===== config.mk =====
export PLATFORM = sky130hd
export DESIGN_NAME = gfx_plane_datapath
export DESIGN_NICKNAME = d
export VERILOG_FILES = /design/src/rtl/gfx_pkg.sv /design/src/rtl/gfx_cfg_regs.sv /design/src/rtl/gfx_wr_path.sv /design/src/rtl/gfx_rd_path.sv /design/src/rtl/gfx_plane_datapath.sv
export SDC_FILE = /design/constraint.sdc
export NUM_CORES = 1
export LEC_CHECK = 0
export ABC_AREA = 0
export BUFFER_PORTS_ARGS = -buffer_cell sky130_fd_sc_hd__buf_2
export CELL_PAD_IN_SITES_DETAIL_PLACEMENT = 2
export CELL_PAD_IN_SITES_GLOBAL_PLACEMENT = 2
export CORE_AREA = 2 2 126 219
export CTS_BUF_LIST = sky130_fd_sc_hd__clkbuf_16
export CTS_CLUSTER_DIAMETER = 30
export DETAILED_ROUTE_END_ITERATION = 10
export DIE_AREA = 0 0 128 221
export GPL_TIMING_DRIVEN = 0
export MAX_ROUTING_LAYER = met4
export PLACE_DENSITY_LB_ADDON = 0.05
export SYNTH_ARGS = -nofsm -noshare
export SYNTH_HDL_FRONTEND = slang
export SYNTH_SLANG_ARGS = --single-unit

===== constraint.sdc =====
create_clock -name clk -period 3.4 [get_ports clk]
set_clock_uncertainty 0.15 [all_clocks]
set_input_delay 0.17 -clock clk [delete_from_list [all_inputs] [get_ports clk]]
set_output_delay 0.17 -clock clk [all_outputs]
set_load 0.005 [all_outputs]

===== src/rtl/gfx_pkg.sv =====
package gfx_pkg;
    localparam int PLANES  = 4;
    localparam int BYTE_W  = 8;
    localparam int BUS_W   = PLANES * BYTE_W;
    localparam int IDX_W   = 4;
    localparam int ROT_W   = $clog2(BYTE_W);
    localparam int PSEL_W  = $clog2(PLANES);

    localparam logic [1:0] WM_DIRECT = 2'b00;
    localparam logic [1:0] WM_LATCH  = 2'b01;
    localparam logic [1:0] WM_EXPAND = 2'b10;

    localparam logic [1:0] FN_PASS = 2'b00;
    localparam logic [1:0] FN_AND  = 2'b01;
    localparam logic [1:0] FN_OR   = 2'b10;
    localparam logic [1:0] FN_XOR  = 2'b11;

    typedef enum logic [1:0] {
        CTL_IDLE  = 2'd0,
        CTL_WRITE = 2'd1,
        CTL_READ  = 2'd2
    } ctl_state_e;

    typedef struct packed {
        logic [PLANES-1:0] setrst;
        logic [PLANES-1:0] sr_en;
        logic [PLANES-1:0] cmp_color;
        logic [ROT_W-1:0]  rot;
        logic [1:0]        func;
        logic [PSEL_W-1:0] rd_plane;
        logic [1:0]        wmode;
        logic              rmode;
        logic [PLANES-1:0] cmp_care;
        logic [BYTE_W-1:0] bitmask;
    } gfx_cfg_t;
endpackage


===== src/rtl/gfx_cfg_regs.sv =====
module gfx_cfg_regs
    import gfx_pkg::*;
(
    input  logic              clk,
    input  logic              rst_n,
    input  logic              reg_wr,
    input  logic              reg_addr,
    input  logic [BYTE_W-1:0] reg_wdata,
    output gfx_cfg_t          cfg
);
    logic [IDX_W-1:0] index_q;

    always_ff @(posedge clk) begin
        if (!rst_n) begin
            index_q     <= '0;
            cfg         <= '0;
            cfg.bitmask <= '1;
        end else if (reg_wr) begin
            if (!reg_addr) begin
                index_q <= reg_wdata[IDX_W-1:0];
            end else begin
                case (index_q)
                    4'd0: cfg.setrst    <= reg_wdata[PLANES-1:0];
                    4'd1: cfg.sr_en     <= reg_wdata[PLANES-1:0];
                    4'd2: cfg.cmp_color <= reg_wdata[PLANES-1:0];
                    4'd3: begin
                        cfg.rot  <= reg_wdata[ROT_W-1:0];
                        cfg.func <= reg_wdata[ROT_W+1:ROT_W];
                    end
                    4'd4: cfg.rd_plane  <= reg_wdata[PSEL_W-1:0];
                    4'd5: begin
                        cfg.wmode <= reg_wdata[1:0];
                        cfg.rmode <= reg_wdata[3];
                    end
                    4'd7: cfg.cmp_care  <= reg_wdata[PLANES-1:0];
                    4'd8: cfg.bitmask   <= reg_wdata;
                    default: ;
                endcase
            end
        end
    end

    // data writes to unused register numbers leave the configuration alone
    assert_hi_index_ignored_R2: assert property (@(posedge clk) disable iff (!rst_n)
        (reg_wr && reg_addr && (index_q > 4'd8 || index_q == 4'd6)) |=> $stable(cfg));
endmodule


===== src/rtl/gfx_wr_path.sv =====
module gfx_wr_path
    import gfx_pkg::*;
(
    input  gfx_cfg_t          cfg,
    input  logic [BYTE_W-1:0] host_wdata,
    input  logic [PLANES-1:0] plane_mask,
    input  logic [BUS_W-1:0]  latch,
    output logic [BUS_W-1:0]  wdata,
    output logic [BUS_W-1:0]  bit_we
);
    logic [2*BYTE_W-1:0] doubled;
    logic [BYTE_W-1:0]   rotated;

    always_comb begin
        doubled = {host_wdata, host_wdata} >> cfg.rot;
        rotated = doubled[BYTE_W-1:0];
    end

    for (genvar p = 0; p < PLANES; p++) begin : g_plane
        logic [BYTE_W-1:0] lat, src, fn, merged, d_out, we_out;

        always_comb begin
            lat = latch[p*BYTE_W +: BYTE_W];
            if (cfg.wmode == WM_EXPAND)  src = {BYTE_W{host_wdata[p]}};
            else if (cfg.sr_en[p])       src = {BYTE_W{cfg.setrst[p]}};
            else                         src = rotated;
            unique case (cfg.func)
                FN_PASS: fn = src;
                FN_AND:  fn = src & lat;
                FN_OR:   fn = src | lat;
                FN_XOR:  fn = src ^ lat;
            endcase
            merged = (fn & cfg.bitmask) | (lat & ~cfg.bitmask);
            unique case (cfg.wmode)
                WM_LATCH: begin
                    d_out  = lat;
                    we_out = {BYTE_W{plane_mask[p]}};
                end
                WM_DIRECT, WM_EXPAND: begin
                    d_out  = merged;
                    we_out = {BYTE_W{plane_mask[p]}} & cfg.bitmask;
                end
                default: begin
                    d_out  = merged;
                    we_out = '0;
                end
            endcase
        end

        assign wdata[p*BYTE_W +: BYTE_W]  = d_out;
        assign bit_we[p*BYTE_W +: BYTE_W] = we_out;
    end
endmodule


===== src/rtl/gfx_rd_path.sv =====
module gfx_rd_path
    import gfx_pkg::*;
(
    input  gfx_cfg_t          cfg,
    input  logic [BUS_W-1:0]  plane_rdata,
    output logic [BYTE_W-1:0] rdata
);
    logic [BYTE_W-1:0] cmp_byte;

    for (genvar b = 0; b < BYTE_W; b++) begin : g_bit
        logic [PLANES-1:0] column;
        for (genvar p = 0; p < PLANES; p++) begin : g_col
            assign column[p] = plane_rdata[p*BYTE_W + b];
        end
        assign cmp_byte[b] = &(~cfg.cmp_care | ~(column ^ cfg.cmp_color));
    end

    always_comb begin
        if (cfg.rmode) rdata = cmp_byte;
        else           rdata = plane_rdata[cfg.rd_plane*BYTE_W +: BYTE_W];
    end
endmodule


===== src/rtl/gfx_plane_datapath.sv =====
module gfx_plane_datapath
    import gfx_pkg::*;
(
    input  logic                     clk,
    input  logic                     rst_n,
    input  logic                     reg_wr,
    input  logic                     reg_addr,
    input  logic [7:0]               reg_wdata,
    input  logic                     host_wr,
    input  logic                     host_rd,
    input  logic [7:0]               host_wdata,
    input  logic [3:0]               plane_mask,
    input  logic [31:0]              plane_rdata,
    output logic                     wr_strobe,
    output logic [31:0]              plane_wdata,
    output logic [31:0]              plane_bit_we,
    output logic                     rd_valid,
    output logic [7:0]               host_rdata
);
    gfx_cfg_t          cfg;
    ctl_state_e        state_q, state_d;
    logic [BUS_W-1:0]  latch_q;
    logic [BUS_W-1:0]  wr_data, wr_we;
    logic [BYTE_W-1:0] rd_result;

    gfx_cfg_regs i_regs (
        .clk(clk), .rst_n(rst_n), .reg_wr(reg_wr), .reg_addr(reg_addr),
        .reg_wdata(reg_wdata), .cfg(cfg)
    );

    gfx_wr_path i_wr (
        .cfg(cfg), .host_wdata(host_wdata), .plane_mask(plane_mask),
        .latch(latch_q), .wdata(wr_data), .bit_we(wr_we)
    );

    gfx_rd_path i_rd (
        .cfg(cfg), .plane_rdata(plane_rdata), .rdata(rd_result)
    );

    always_comb begin
        if (host_rd)      state_d = CTL_READ;
        else if (host_wr) state_d = CTL_WRITE;
        else              state_d = CTL_IDLE;
    end

    always_ff @(posedge clk) begin
        if (!rst_n) state_q <= CTL_IDLE;
        else        state_q <= state_d;
    end

    always_ff @(posedge clk) begin
        if (!rst_n) begin
            latch_q      <= '0;
            host_rdata   <= '0;
            plane_wdata  <= '0;
            plane_bit_we <= '0;
        end else begin
            unique case (state_d)
                CTL_READ: begin
                    latch_q      <= plane_rdata;
                    host_rdata   <= rd_result;
                    plane_bit_we <= '0;
                end
                CTL_WRITE: begin
                    plane_wdata  <= wr_data;
                    plane_bit_we <= wr_we;
                end
                default: plane_bit_we <= '0;
            endcase
        end
    end

    assign wr_strobe = (state_q == CTL_WRITE);
    assign rd_valid  = (state_q == CTL_READ);

    // a read captures every plane byte and flags the result
    assert_read_loads_R10: assert property (@(posedge clk) disable iff (!rst_n)
        host_rd |=> (rd_valid && latch_q == $past(plane_rdata)));

    // read wins over a simultaneous write
    assert_read_wins_R12: assert property (@(posedge clk) disable iff (!rst_n)
        (host_rd && host_wr) |=> (!wr_strobe && plane_bit_we == '0));

    // no enables without an accepted write
    assert_no_stray_we_R12: assert property (@(posedge clk) disable iff (!rst_n)
        (!host_wr || host_rd) |=> (plane_bit_we == '0));

    // latch-copy mode forwards the latch bytes
    assert_latch_copy_R7: assert property (@(posedge clk) disable iff (!rst_n)
        (host_wr && !host_rd && cfg.wmode == WM_LATCH) |=> (plane_wdata == latch_q));

    // masked-off bits carry the latch value
    assert_mask_keeps_latch_R6: assert property (@(posedge clk) disable iff (!rst_n)
        (host_wr && !host_rd && cfg.wmode != WM_LATCH) |=>
        (((plane_wdata ^ latch_q) & ~{PLANES{$past(cfg.bitmask)}}) == '0));

    for (genvar p = 0; p < PLANES; p++) begin : g_chk
        // a cleared plane mask bit blocks that plane
        assert_plane_gate_R9: assert property (@(posedge clk) disable iff (!rst_n)
            (host_wr && !host_rd && !plane_mask[p]) |=>
            (plane_bit_we[p*BYTE_W +: BYTE_W] == '0));
    end
endmodule


==> results of run 1 <==
Yosys cell counts, drive strengths merged, types with 8 or more instances:
library cell / count / share of area
a21oi: 16 / 0.0088
a222oi: 8 / 0.0088
a31oi: 40 / 0.027
and3: 9 / 0.0062
buf: 31 / 0.018
clkbuf: 54 / 0.022
dfxtp: 144 / 0.32
ha: 64 / 0.088
inv: 38 / 0.016
mux2: 8 / 0.0098
mux2i: 102 / 0.12
mux4: 16 / 0.039
nand2: 80 / 0.033
nor2: 184 / 0.075
nor2b: 45 / 0.031
nor3: 32 / 0.018
o211ai: 32 / 0.026
o21a: 32 / 0.026
o21ai: 51 / 0.028
o32ai: 32 / 0.031
xor2: 32 / 0.031
cells by family (layout without fill, tap and decap cells):
kind of cell    Yosys count  after routing  share of synthesized area
fa+ha+maj                64             64                    0.08753
xor+xnor                 32             32                    0.03063
simple gates            370            370                     0.1787
mux                     126            126                     0.1670
compound gates          220            220                     0.1651
buf+inv                 124            320                    0.05593
flops                   144            144                     0.3151
power groups by stage:
stage / Clock [mW] / Sequential (mW) / Combinational (mW)
floorplan: 0 / 1.85 / 0.361
global placement: 0 / 1.88 / 0.612
detailed placement: 0 / 1.88 / 0.640
CTS: 2.03 / 1.85 / 0.677
global route: 2.09 / 1.86 / 0.737
finish: 2.00 / 1.85 / 0.679
sequential cells by signal, indices dropped and copies added, names as in the netlist:
register / cells
i_regs.cfg: 34
plane_bit_we: 32
i_regs.index_q: 4
host_rdata: 8
state_q: 2
plane_wdata: 32
latch_q: 32
worst max-delay path by stage:
stage | to | slack [ns] | depth (start not counted)
after floorplan | plane_wdata[20]$_SDFFE_PN0N_ | 1.07 | 10
after global placement | plane_wdata[21]$_SDFFE_PN0N_ | 0.49 | 10
after detailed placement | plane_wdata[13]$_SDFFE_PN0N_ | 0.43 | 10
after CTS | plane_wdata[21]$_SDFFE_PN0N_ | 0.38 | 10
after global routing | plane_wdata[19]$_SDFFE_PN0N_ | 0.21 | 11
final | plane_wdata[21]$_SDFFE_PN0N_ | 0.38 | 10
routing by layer:
metal / track usage / vias up / routed length [um]
met5: - / - / 0
met4: 0.1907 / 0 / 2858
met3: 0.03796 / 120 / 1156
met2: 0.5675 / 260 / 22770
met1: 0.3330 / 4684 / 16620
li1: - / 4169 / -
final cells by class:
type	count	area (um2)
tap	324	405.4
clock inverter	15	172.7
fill	3049	15330
clock buffer	17	425.4
timing repair buffer	164	1006
multi-input combinational	812	5754
inverter	39	146.4
sequential	144	2883
buffer	85	365.4
through the flow:
| stage | std cells | instance area (um2) |
|---|---|---|
| 5_1_grt | 1600 | 11160 |
| 4_1_cts | 1600 | 11160 |
| 6_report | 1600 | 11160 |
| 2_1_floorplan | 1080 | 9149 |
| 3_3_place_gp | 1531 | 10190 |
| 3_5_place_dp | 1531 | 10190 |
critical path: stages, from the launching register on:
cell and delay (ns):
dfxtp_1 0.33, buf_6 0.15, mux4_2 0.59, mux2i_2 0.55
nor2_1 0.12, o21ai_1 0.17, ha_1 0.25, mux2i_1 0.18
nand2_1 0.09, o211ai_1 0.12, o32ai_1 0.13
==> reports/qor.tcl, run 1 <==
set qor(final-max-slew-violation-count) 0
set qor(cts.htree.levels) 4
set qor(viasPerCell) 5.771
set qor(synth-async-reset-ratio) 0
set qor(synth_seq_cells) 144
set qor(hp-class) {primary input to flop}
set qor(r2r_end) {plane_wdata[21]$_SDFFE_PN0N_}
set qor(utilization) 0.4212
set qor(cellLeakagePower_nw) 4.828
set qor(worst_ep_required_time_ns) 3.54
set qor(timing.hold.worst.start) {plane_mask[1]}
set qor(final_layout_size_suffix_gt1_frac) 0.1693
set qor(grt_pass1_wl_um) 64180
set qor(synthCells) 1080
set qor(hpwlAfterDp_um) 32800
set qor(timing_hold_violations_final) 1
set qor(cts_repair_resize_count) 0
set qor(grt_antenna_before_repair) 0
set qor(grt_pass1_vias) 9978
set qor(finalSetupViolations) 0
set qor(fp-row-count) 79
set qor(p_sw_frac) 0.3027
set qor(power.share.clock) 0.442
set qor(mappedNetlistArea_mm2) 0.009149
set qor(syn_avg_cell_area_um2) 8.471
set qor(violated_checks) {negative hold slack}
set qor(crit-reg2reg-launch) {i_regs.cfg[20]$_SDFFE_PN0P_}
set qor(worst_hold_path.num_cells) 3
set qor(design_power_total_mw) 4.530
set qor(regToRegSetupSlack_ns) 0.38
set qor(via_count) 9233
set qor(numCtsBuffers) 17
set qor(largest_voltage_drop_on_the_vdd_net_uv) 365.3
set qor(post_layout_net_count) 1385
set qor(mostFrequentLayoutCells) {184 x nor2_1, 146 x buf_2, 144 x dfxtp_1, 94 x mux2i_1, 80 x nand2_1}
set qor(route.detailed.drc) 0
set qor(max_cap_violation_count) 0
set qor(worst_skew_pair.late_latency_ns) 0.46
set qor(p_switching_mw) 1.372
set qor(fin_worst_hold_slack_ns) -0.006414
set qor(floorplan.core_area_mm2) 0.02649
set qor(grt-ovfl-total) 0
set qor(postRouteWirelength_um) 43400
set qor(internal_power_mw) 3.159
set qor(r2r.worst_path.cells) 10
set qor(cts-root-to-sink-buffers) 2
set qor(worst_slew_margin_rel) 0.4374
set qor(number_of_enable_flip_flop_cells_after_synthesis) 0
set qor(worst_setup_path_class) {flop to flop}
set qor(totalNegativeSetupSlack_ns) 0
set qor(grt_setup_unrepaired) {false}
set qor(startpoint) {i_regs.cfg[20]$_SDFFE_PN0P_}
set qor(fin_crit_sh) 0.8896
set qor(start_util) 0.3454
set qor(worst_slew_pin_slew_ns) 0.8440
set qor(critPathMaxFanout) 9
set qor(tritoncts_clock_tree) {yes}
set qor(clock_pin_transition_on_the_worst_setup_and_hold_timing_paths_ns) 0.07
set qor(gp_congestion) 0.9444
set qor(ys.flop_type) {dfxtp_1}
set qor(route.detailed.wl_per_inst_um) 27.13
set qor(critical_path_arrival_ns) 3.16
set qor(synthToLayoutAreaGrowth_pct) 21.96
set qor(firstDrtPassIters) 6
set qor(critPathLaunchType) {flop}
set qor(cts_setup_buffers) 0
set qor(place.port_buffers) 127
set qor(grt_max_degree) 17
set qor(ant_nets) 0
set qor(hold_bufs_inserted_after_cts) 37
set qor(power.share.sequential) 0.408
set qor(ctsRootBufferMaster) {clkbuf_16}
set qor(diodes) 0
set qor(die_area_mm2) 0.02829
set qor(number_of_sinks_on_the_clock_net) 144
set qor(combPwrFrac) 0.150
set qor(grtUsageTotal) 0.3195
set qor(most_frequent_standard_cell_in_the_layout_excluding_fill_and_tap_cells) {nor2_1}
set qor(drt_iter0_drc) 428
set qor(layout_setup_ws_ns) 0.3753
set qor(die_x_um) 128
set qor(clock.fmax_mhz) 330.6
set qor(power.density_cell_area_mw_per_mm2) 406.0
set qor(synth_cell_types) 43
set qor(synth-warning-count) 0
set qor(status) {finished with violations}
set qor(synth-seq-area-share) 0.3151
set qor(finalCriticalPeriod_ns) 3.025
set qor(floorplan.io_pins) 132
set qor(timing.hold.worst_endpoint) {plane_bit_we[9]$_SDFF_PN0_}
set qor(critical_path.endpoint_type) {flop}
set qor(mappedNetlistNets) 1202
set qor(place_ws_ns) 0.4303
set qor(dieHeight_um) 221
(Power assumes the default switching activity.)
==> inputs of run 2 (changes only) <==
Settings changed: CORE_AREA 2 2 126 219 to 2 2 136 237, DIE_AREA 0 0 128 221 to 0 0 138 239, GPL_ROUTABILITY_DRIVEN set to 0.
==> run 2 against run 1 <==
Critical endpoint is now plane_wdata[22]$_SDFFE_PN0N_. Fmax fell by 0.27%. The run now ends clean. Highest routed layer unchanged. Clock-buffer cell count did not move. Global-route usage shrank 4.4 points. Sequential share of layout area down 0.26 points. Critical path type unchanged. Largest cell class unchanged. Register-to-register slack about the same. Largest power group unchanged. Routed wire length up 1.2%. Setup slack lost 0.0081 ns. Sequential power about the same.
==> reports/qor.tcl, run 2 (same netlist as run 1, synthesis figures left out) <==
set qor(status) {finished clean} ;# was finished with violations
set qor(mostFrequentLayoutCells) {184 x nor2_1, 146 x buf_2, 144 x dfxtp_1, 94 x mux2i_1, 80 x nand2_1} ;# unchanged
set qor(hold_bufs_inserted_after_cts) 38 ;# was 37
set qor(number_of_sinks_on_the_clock_net) 144 ;# unchanged
set qor(route.detailed.drc) 0 ;# unchanged
set qor(grt-ovfl-total) 0 ;# unchanged
set qor(cts-root-to-sink-buffers) 2 ;# unchanged
set qor(fin_crit_sh) 0.8920 ;# was 0.8896
set qor(grt_antenna_before_repair) 0 ;# unchanged
set qor(floorplan.io_pins) 132 ;# unchanged
set qor(grt_pass1_vias) 9791 ;# was 9978
set qor(drt_iter0_drc) 400 ;# was 428
set qor(fp-row-count) 86 ;# was 79
set qor(worst_slew_margin_rel) 0.4379 ;# was 0.4374
set qor(worst_skew_pair.late_latency_ns) 0.46 ;# about the same
set qor(critical_path.max_stage_delay_ns) 0.60 ;# was 0.59 ns
set qor(critPathMaxFanout) 9 ;# unchanged
set qor(critical_path.endpoint_type) {flop} ;# unchanged
set qor(ant_nets) 0 ;# unchanged
set qor(layout.area.seq_mm2) 0.002883 ;# unchanged
set qor(regMostFlops) {i_regs.cfg} ;# unchanged
set qor(worst_slew_pin_slew_ns) 0.8432 ;# was 0.8440 ns
set qor(dieHeight_um) 239 ;# was 221 um
set qor(largest_voltage_drop_on_the_vdd_net_uv) 384.5 ;# was 365.3 uV
set qor(wl_met3_um) 987 ;# was 1156 um
set qor(placed_cells_incl_taps) 1603 ;# was 1531
set qor(final-max-slew-violation-count) 0 ;# unchanged
set qor(hpwlAfterDp_um) 33810 ;# was 32800 um
set qor(postRouteWirelength_um) 43940 ;# was 43400 um
set qor(layout_setup_ws_ns) 0.3672 ;# was 0.3753 ns
set qor(cts_setup_buffers) 0 ;# unchanged
set qor(diodes) 0 ;# unchanged
set qor(critical_path_arrival_ns) 3.18 ;# was 3.16 ns
set qor(grtUsageTotal) 0.2757 ;# was 0.3195
set qor(firstDrtPassIters) 4 ;# was 6
set qor(worst_path_max_delay_cell) {mux4_2} ;# unchanged
set qor(worst_ep_required_time_ns) 3.55 ;# was 3.54 ns
set qor(clock.fmax_mhz) 329.7 ;# was 330.6 MHz
set qor(die_x_um) 138 ;# was 128 um
set qor(utilization) 0.3613 ;# was 0.4212
set qor(start_util) 0.2932 ;# was 0.3454
set qor(dr_wl_met2_um) 23080 ;# was 22770 um
set qor(finalSetupViolations) 0 ;# unchanged
set qor(layoutNonFillerInstCount) 1673 ;# was 1600
set qor(m1WireLength_um) 16660 ;# was 16620 um
set qor(hp-class) {primary input to flop} ;# unchanged
set qor(timing_hold_violations_final) 0 ;# was 1
set qor(multiInputGateArea_mm2) 0.005754 ;# unchanged
set qor(cts_repair_resize_count) 0 ;# unchanged
set qor(grt_pass1_wl_um) 64400 ;# was 64180 um
set qor(synthToLayoutAreaGrowth_pct) 23.22 ;# was 21.96%
set qor(floorplan.core_area_mm2) 0.03120 ;# was 0.02649 mm2
set qor(path_cells) {buf_6, mux4_2, mux2i_2, nor2_1, o21ai_1, ha_1, mux2i_1, nand2_1, o211ai_1, o32ai_1} ;# unchanged
set qor(place_ws_ns) 0.4026 ;# was 0.4303 ns
set qor(route.detailed.wl_per_inst_um) 26.26 ;# was 27.13 um
set qor(ctsRootBufferMaster) {clkbuf_16} ;# unchanged
set qor(topRoutingLayerUsed) {met4} ;# unchanged
set qor(totalNegativeSetupSlack_ns) 0 ;# unchanged
set qor(die_area_mm2) 0.03298 ;# was 0.02829 mm2
set qor(cellLeakagePower_nw) 4.842 ;# was 4.828 nW
set qor(final_layout_size_suffix_gt1_frac) 0.1699 ;# was 0.1693
set qor(post_layout_net_count) 1386 ;# was 1385
set qor(grt_setup_unrepaired) {false} ;# unchanged
set qor(worst_setup_path_class) {flop to flop} ;# unchanged
set qor(numCtsBuffers) 17 ;# unchanged
set qor(cts.htree.levels) 4 ;# unchanged
set qor(most_frequent_standard_cell_in_the_layout_excluding_fill_and_tap_cells) {nor2_1} ;# unchanged
set qor(clock_pin_transition_on_the_worst_setup_and_hold_timing_paths_ns) 0.07 ;# about the same
set qor(largest_register_ffs) 34 ;# unchanged
set qor(power.density_cell_area_mw_per_mm2) 406.0 ;# about the same
set qor(grt_max_degree) 17 ;# unchanged
set qor(max_cap_violation_count) 0 ;# unchanged
set qor(via_count) 9067 ;# was 9233
set qor(tritoncts_clock_tree) {yes} ;# unchanged
set qor(filler_cell_count) 3579 ;# was 3049
set qor(finalCriticalPeriod_ns) 3.033 ;# was 3.025 ns
set qor(place.port_buffers) 127 ;# unchanged
set qor(critPathLaunchType) {flop} ;# unchanged
set qor(viasPerCell) 5.420 ;# was 5.771
## run 2: layer usage
layer / GRT usage / vias to the layer above
met4: 0.1800 / 0
li1: - / 4175
met5: - / -
met1: 0.2764 / 4582
met3: 0.03385 / 104
met2: 0.5024 / 206
## run 2: path summary, 6_finish.rpt
path / from / cells after the start / to / slack [ns]
worst min-delay path: plane_mask[0] / 3 / plane_bit_we[1]$_SDFF_PN0_ / 0.0009
worst max-delay path: i_regs.cfg[20]$_SDFFE_PN0P_ / 10 / plane_wdata[22]$_SDFFE_PN0N_ / 0.37
worst max register to register: i_regs.cfg[20]$_SDFFE_PN0P_ / 10 / plane_wdata[22]$_SDFFE_PN0N_ / 0.37
worst min register to register: i_regs.cfg[32]$_SDFFE_PN0P_ / 2 / i_regs.cfg[32]$_SDFFE_PN0P_ / 0.34
## run 2: cell type report
class                   count  area share
flip-flops and latches    144      0.2557
clock inverters            15     0.01665
clock buffers              17     0.03774
well taps                 396     0.04395
repair buffers            165     0.09012
plain buffers              85     0.03241
multi-input cells         812      0.5104
inverters                  39     0.01299
## run 2: worst max-delay path, delay by kind of cell, from the launching register on
kind,cells,cell delay [ns]
AND/OR/NAND/NOR,2,0.22
multiplexers,3,1.32
adder cells (fa/ha/maj),1,0.26
flip-flops,1,0.33
buffers and inverters,1,0.15
AO/OA/AOI/OAI,3,0.44
## run 2: power by group
| group | switching [mW] | leakage, nW | internal [mW] |
|---|---|---|---|
| registers | 0.0844 | 1.18 | 1.77 |
| logic | 0.387 | 3.36 | 0.285 |
| clock network | 0.933 | 0.306 | 1.12 |
## run 2: per-stage QoR
| stage | instance area, um2 | hold slack, ns | power, mW |
|---|---|---|---|
| after detailed placement | 10280 | 0.2477 | 2.529 |
| final | 11270 | 0.0008517 | 4.577 |
| after global routing | 11270 | 0.05129 | 4.753 |
| after global placement | 10280 | 0.2352 | 2.505 |
| after CTS | 11270 | 0.005540 | 4.620 |
| after floorplan | 9149 | 0.1451 | 2.215 |
==> inputs of run 3 (changes only) <==
Settings changed: CORE_AREA 2 2 136 237 to 2 2 178 180, DIE_AREA 0 0 138 239 to 0 0 180 182.
==> run 3 against run 2 <==
The run now ends with negative hold slack left. Critical endpoint is now plane_wdata[4]$_SDFFE_PN0N_. Final cell count increased by 0.42%. Routed wire length decreased by 2.9%. Sequential cell count unchanged.
==> reports/qor.tcl, run 3 (same netlist as run 1, synthesis figures left out) <==
set qor(status) {finished with violations} ;# was finished clean
set qor(violated_checks) {negative hold slack}
set qor(cts_repair_resize_count) 0 ;# unchanged
set qor(largest_voltage_drop_on_the_vdd_net_uv) 314.2 ;# was 384.5 uV
set qor(clock.fmax_mhz) 330.0 ;# was 329.7 MHz
set qor(floorplan.io_pins) 132 ;# unchanged
set qor(post_layout_net_count) 1387 ;# was 1386
set qor(floorplan.core_area_mm2) 0.03099 ;# was 0.03120 mm2
set qor(route.detailed.drc) 0 ;# unchanged
set qor(cts.htree.levels) 4 ;# unchanged
set qor(via_count) 9073 ;# was 9067
set qor(dr_wl_met2_um) 20080 ;# was 23080 um
set qor(hpwlAfterDp_um) 31680 ;# was 33810 um
set qor(r2r_end) {plane_wdata[4]$_SDFFE_PN0N_} ;# was plane_wdata[22]$_SDFFE_PN0N_
set qor(worst_slew_margin_rel) 0.4248 ;# was 0.4379
set qor(place.port_buffers) 127 ;# unchanged
set qor(regMostFlops) {i_regs.cfg} ;# unchanged
set qor(p_switching_mw) 1.392 ;# was 1.404 mW
set qor(grt_pass1_vias) 9680 ;# was 9791
set qor(tritoncts_clock_tree) {yes} ;# unchanged
set qor(timing_hold_violations_final) 1 ;# was 0
set qor(power.density_cell_area_mw_per_mm2) 392.4 ;# was 406.0 mW/mm2
set qor(critical_path.endpoint_type) {flop} ;# unchanged
set qor(ant_nets) 0 ;# unchanged
set qor(fin_crit_sh) 0.8913 ;# was 0.8920
set qor(timing.hold.worst_endpoint) {plane_bit_we[17]$_SDFF_PN0_} ;# was plane_bit_we[1]$_SDFF_PN0_
set qor(fin_worst_hold_slack_ns) -0.001080 ;# was 0.0008517 ns
set qor(hp-class) {primary input to flop} ;# unchanged
set qor(timing.hold.worst.start) {plane_mask[2]} ;# was plane_mask[0]
set qor(viasPerCell) 5.401 ;# was 5.420
set qor(grt_setup_unrepaired) {false} ;# unchanged
set qor(number_of_sinks_on_the_clock_net) 144 ;# unchanged
set qor(power.share.sequential) 0.420 ;# was 0.404
set qor(die_x_um) 180 ;# was 138 um
set qor(grt_antenna_before_repair) 0 ;# unchanged
set qor(critical_path_arrival_ns) 3.17 ;# was 3.18 ns
set qor(final_layout_size_suffix_gt1_frac) 0.1690 ;# was 0.1699
set qor(p_sw_frac) 0.3153 ;# was 0.3068
set qor(grt_pass1_wl_um) 64230 ;# was 64400 um
set qor(mostFrequentLayoutCells) {184 x nor2_1, 146 x buf_2, 144 x dfxtp_1, 94 x mux2i_1, 80 x nand2_1} ;# unchanged
set qor(grt_max_degree) 17 ;# unchanged
set qor(worst_ep_required_time_ns) 3.54 ;# was 3.55 ns
set qor(largest_register_ffs) 34 ;# unchanged
set qor(wl_met3_um) 1581 ;# was 987 um
set qor(topRoutingLayerUsed) {met4} ;# unchanged
set qor(postPlaceCellArea_mm2) 0.01029 ;# was 0.01028 mm2
set qor(place_ws_ns) 0.3734 ;# was 0.4026 ns
set qor(critPathMaxFanout) 9 ;# unchanged
set qor(critPathLaunchType) {flop} ;# unchanged
set qor(filler_cell_count) 3597 ;# was 3579
set qor(most_frequent_standard_cell_in_the_layout_excluding_fill_and_tap_cells) {nor2_1} ;# unchanged
set qor(r2r.worst_path.cells) 10 ;# unchanged
set qor(finalCriticalPeriod_ns) 3.030 ;# was 3.033 ns
set qor(final-max-slew-violation-count) 0 ;# unchanged
set qor(clock_pin_transition_on_the_worst_setup_and_hold_timing_paths_ns) 0.07 ;# about the same
set qor(placed_cells_incl_taps) 1609 ;# was 1603
set qor(ctsRootBufferMaster) {clkbuf_16} ;# unchanged
set qor(postRouteWirelength_um) 42670 ;# was 43940 um
set qor(die_area_mm2) 0.03276 ;# was 0.03298 mm2
set qor(totalNegativeSetupSlack_ns) 0 ;# unchanged
set qor(max_cap_violation_count) 0 ;# unchanged
set qor(worst_skew_pair.late_latency_ns) 0.45 ;# was 0.46 ns
set qor(grtUsageTotal) 0.2740 ;# was 0.2757
set qor(cellLeakagePower_nw) 4.812 ;# was 4.842 nW
set qor(finalSetupViolations) 0 ;# unchanged
set qor(dieHeight_um) 182 ;# was 239 um
set qor(internal_power_mw) 3.022 ;# was 3.173 mW
set qor(layout.cell_area.non_filler_mm2) 0.01125 ;# was 0.01127 mm2
set qor(regToRegSetupSlack_ns) 0.37 ;# about the same
set qor(layoutNonFillerInstCount) 1680 ;# was 1673
set qor(worst_hold_path.num_cells) 3 ;# unchanged
set qor(start_util) 0.2953 ;# was 0.2932
set qor(drt_iter0_drc) 506 ;# was 400
set qor(numCtsBuffers) 17 ;# unchanged
set qor(route.detailed.wl_per_inst_um) 25.40 ;# was 26.26 um
set qor(power.share.clock) 0.428 ;# was 0.449
set qor(firstDrtPassIters) 5 ;# was 4
set qor(cts-root-to-sink-buffers) 2 ;# unchanged
set qor(fp-row-count) 65 ;# was 86
set qor(crit-reg2reg-launch) {i_regs.cfg[21]$_SDFFE_PN0P_} ;# was i_regs.cfg[20]$_SDFFE_PN0P_
set qor(diodes) 0 ;# unchanged
set qor(m1WireLength_um) 19350 ;# was 16660 um
set qor(synthToLayoutAreaGrowth_pct) 22.95 ;# was 23.22%
set qor(combPwrFrac) 0.151 ;# was 0.147
set qor(worst_setup_path_class) {flop to flop} ;# unchanged
set qor(worst_slew_pin_slew_ns) 0.8628 ;# was 0.8432 ns
set qor(layout_setup_ws_ns) 0.3696 ;# was 0.3672 ns
set qor(grt-ovfl-total) 0 ;# unchanged
-- run 3: cell count changes in the layout (fill, tap and decap cells not counted), sizes merged --
cell,before,now
clkinvlp,0,3
dlygate4sd3,38,39
inv,48,46
bufinv,2,0
clkinv,4,5
-- run 3: final cells by class --
class,count,area (um2),share of cell area
buffer,85,365.4,0.03248
tap,402,503.0,0.04472
sequential,144,2883,0.2563
clock inverter,15,145.1,0.01290
clock buffer,17,425.4,0.03782
inverter,39,146.4,0.01301
timing repair buffer,166,1026,0.09121
multi-input combinational,812,5754,0.5116
-- run 3: through the flow --
stage	total power [mW]	utilization
finish	4.414	0.3630
global route	4.606	0.3630
CTS	4.459	0.3630
detailed placement	2.522	0.3320
global placement	2.501	0.3320
floorplan	2.215	-
-- run 3: metal layers --
metal / vias up / GRT usage
met5: - / -
met2: 251 / 0.4429
met4: 0 / 0.1067
met3: 60 / 0.03369
met1: 4570 / 0.3495
li1: 4192 / -
-- run 3: worst max-delay path by stage --
stage | from | endpoint | slack, ns | cells after the start
global route | i_regs.cfg[13]$_SDFFE_PN0P_ | plane_wdata[20]$_SDFFE_PN0N_ | 0.18 | 11
finish | i_regs.cfg[21]$_SDFFE_PN0P_ | plane_wdata[4]$_SDFFE_PN0N_ | 0.37 | 10
CTS | i_regs.cfg[21]$_SDFFE_PN0P_ | plane_wdata[4]$_SDFFE_PN0N_ | 0.37 | 10
detailed placement | i_regs.cfg[21]$_SDFFE_PN0P_ | plane_wdata[4]$_SDFFE_PN0N_ | 0.37 | 10
global placement | i_regs.cfg[21]$_SDFFE_PN0P_ | plane_wdata[4]$_SDFFE_PN0N_ | 0.43 | 10
floorplan | i_regs.cfg[21]$_SDFFE_PN0P_ | plane_wdata[20]$_SDFFE_PN0N_ | 1.07 | 10
-- run 3: power by group through the flow --
stage | Sequential (mW) | Combinational [mW] | Clock [mW]
floorplan | 1.85 | 0.361 | 0
global placement | 1.89 | 0.612 | 0
detailed placement | 1.89 | 0.631 | 0
CTS | 1.85 | 0.668 | 1.94
global route | 1.86 | 0.737 | 2.01
finish | 1.86 | 0.668 | 1.89
-- run 3: what timing repair did --
| item | in CTS | in global routing |
|---|---|---|
| hold buffers | 39 | 0 |
| endpoints found under the hold margin | 49 | 0 |
| setup endpoints to repair | 0 | 0 |
| setup buffers | 0 | 0 |
-- run 3: critical path, cell delays in order, from the launching register on --
cell      delay, ns
dfxtp_1        0.32
buf_6          0.14
mux4_2         0.59
mux2i_2        0.62
nor2_1         0.12
o21ai_0        0.19
ha_1           0.26
mux2i_1        0.15
nand2_1        0.07
o211ai_1       0.12
o32ai_1        0.13
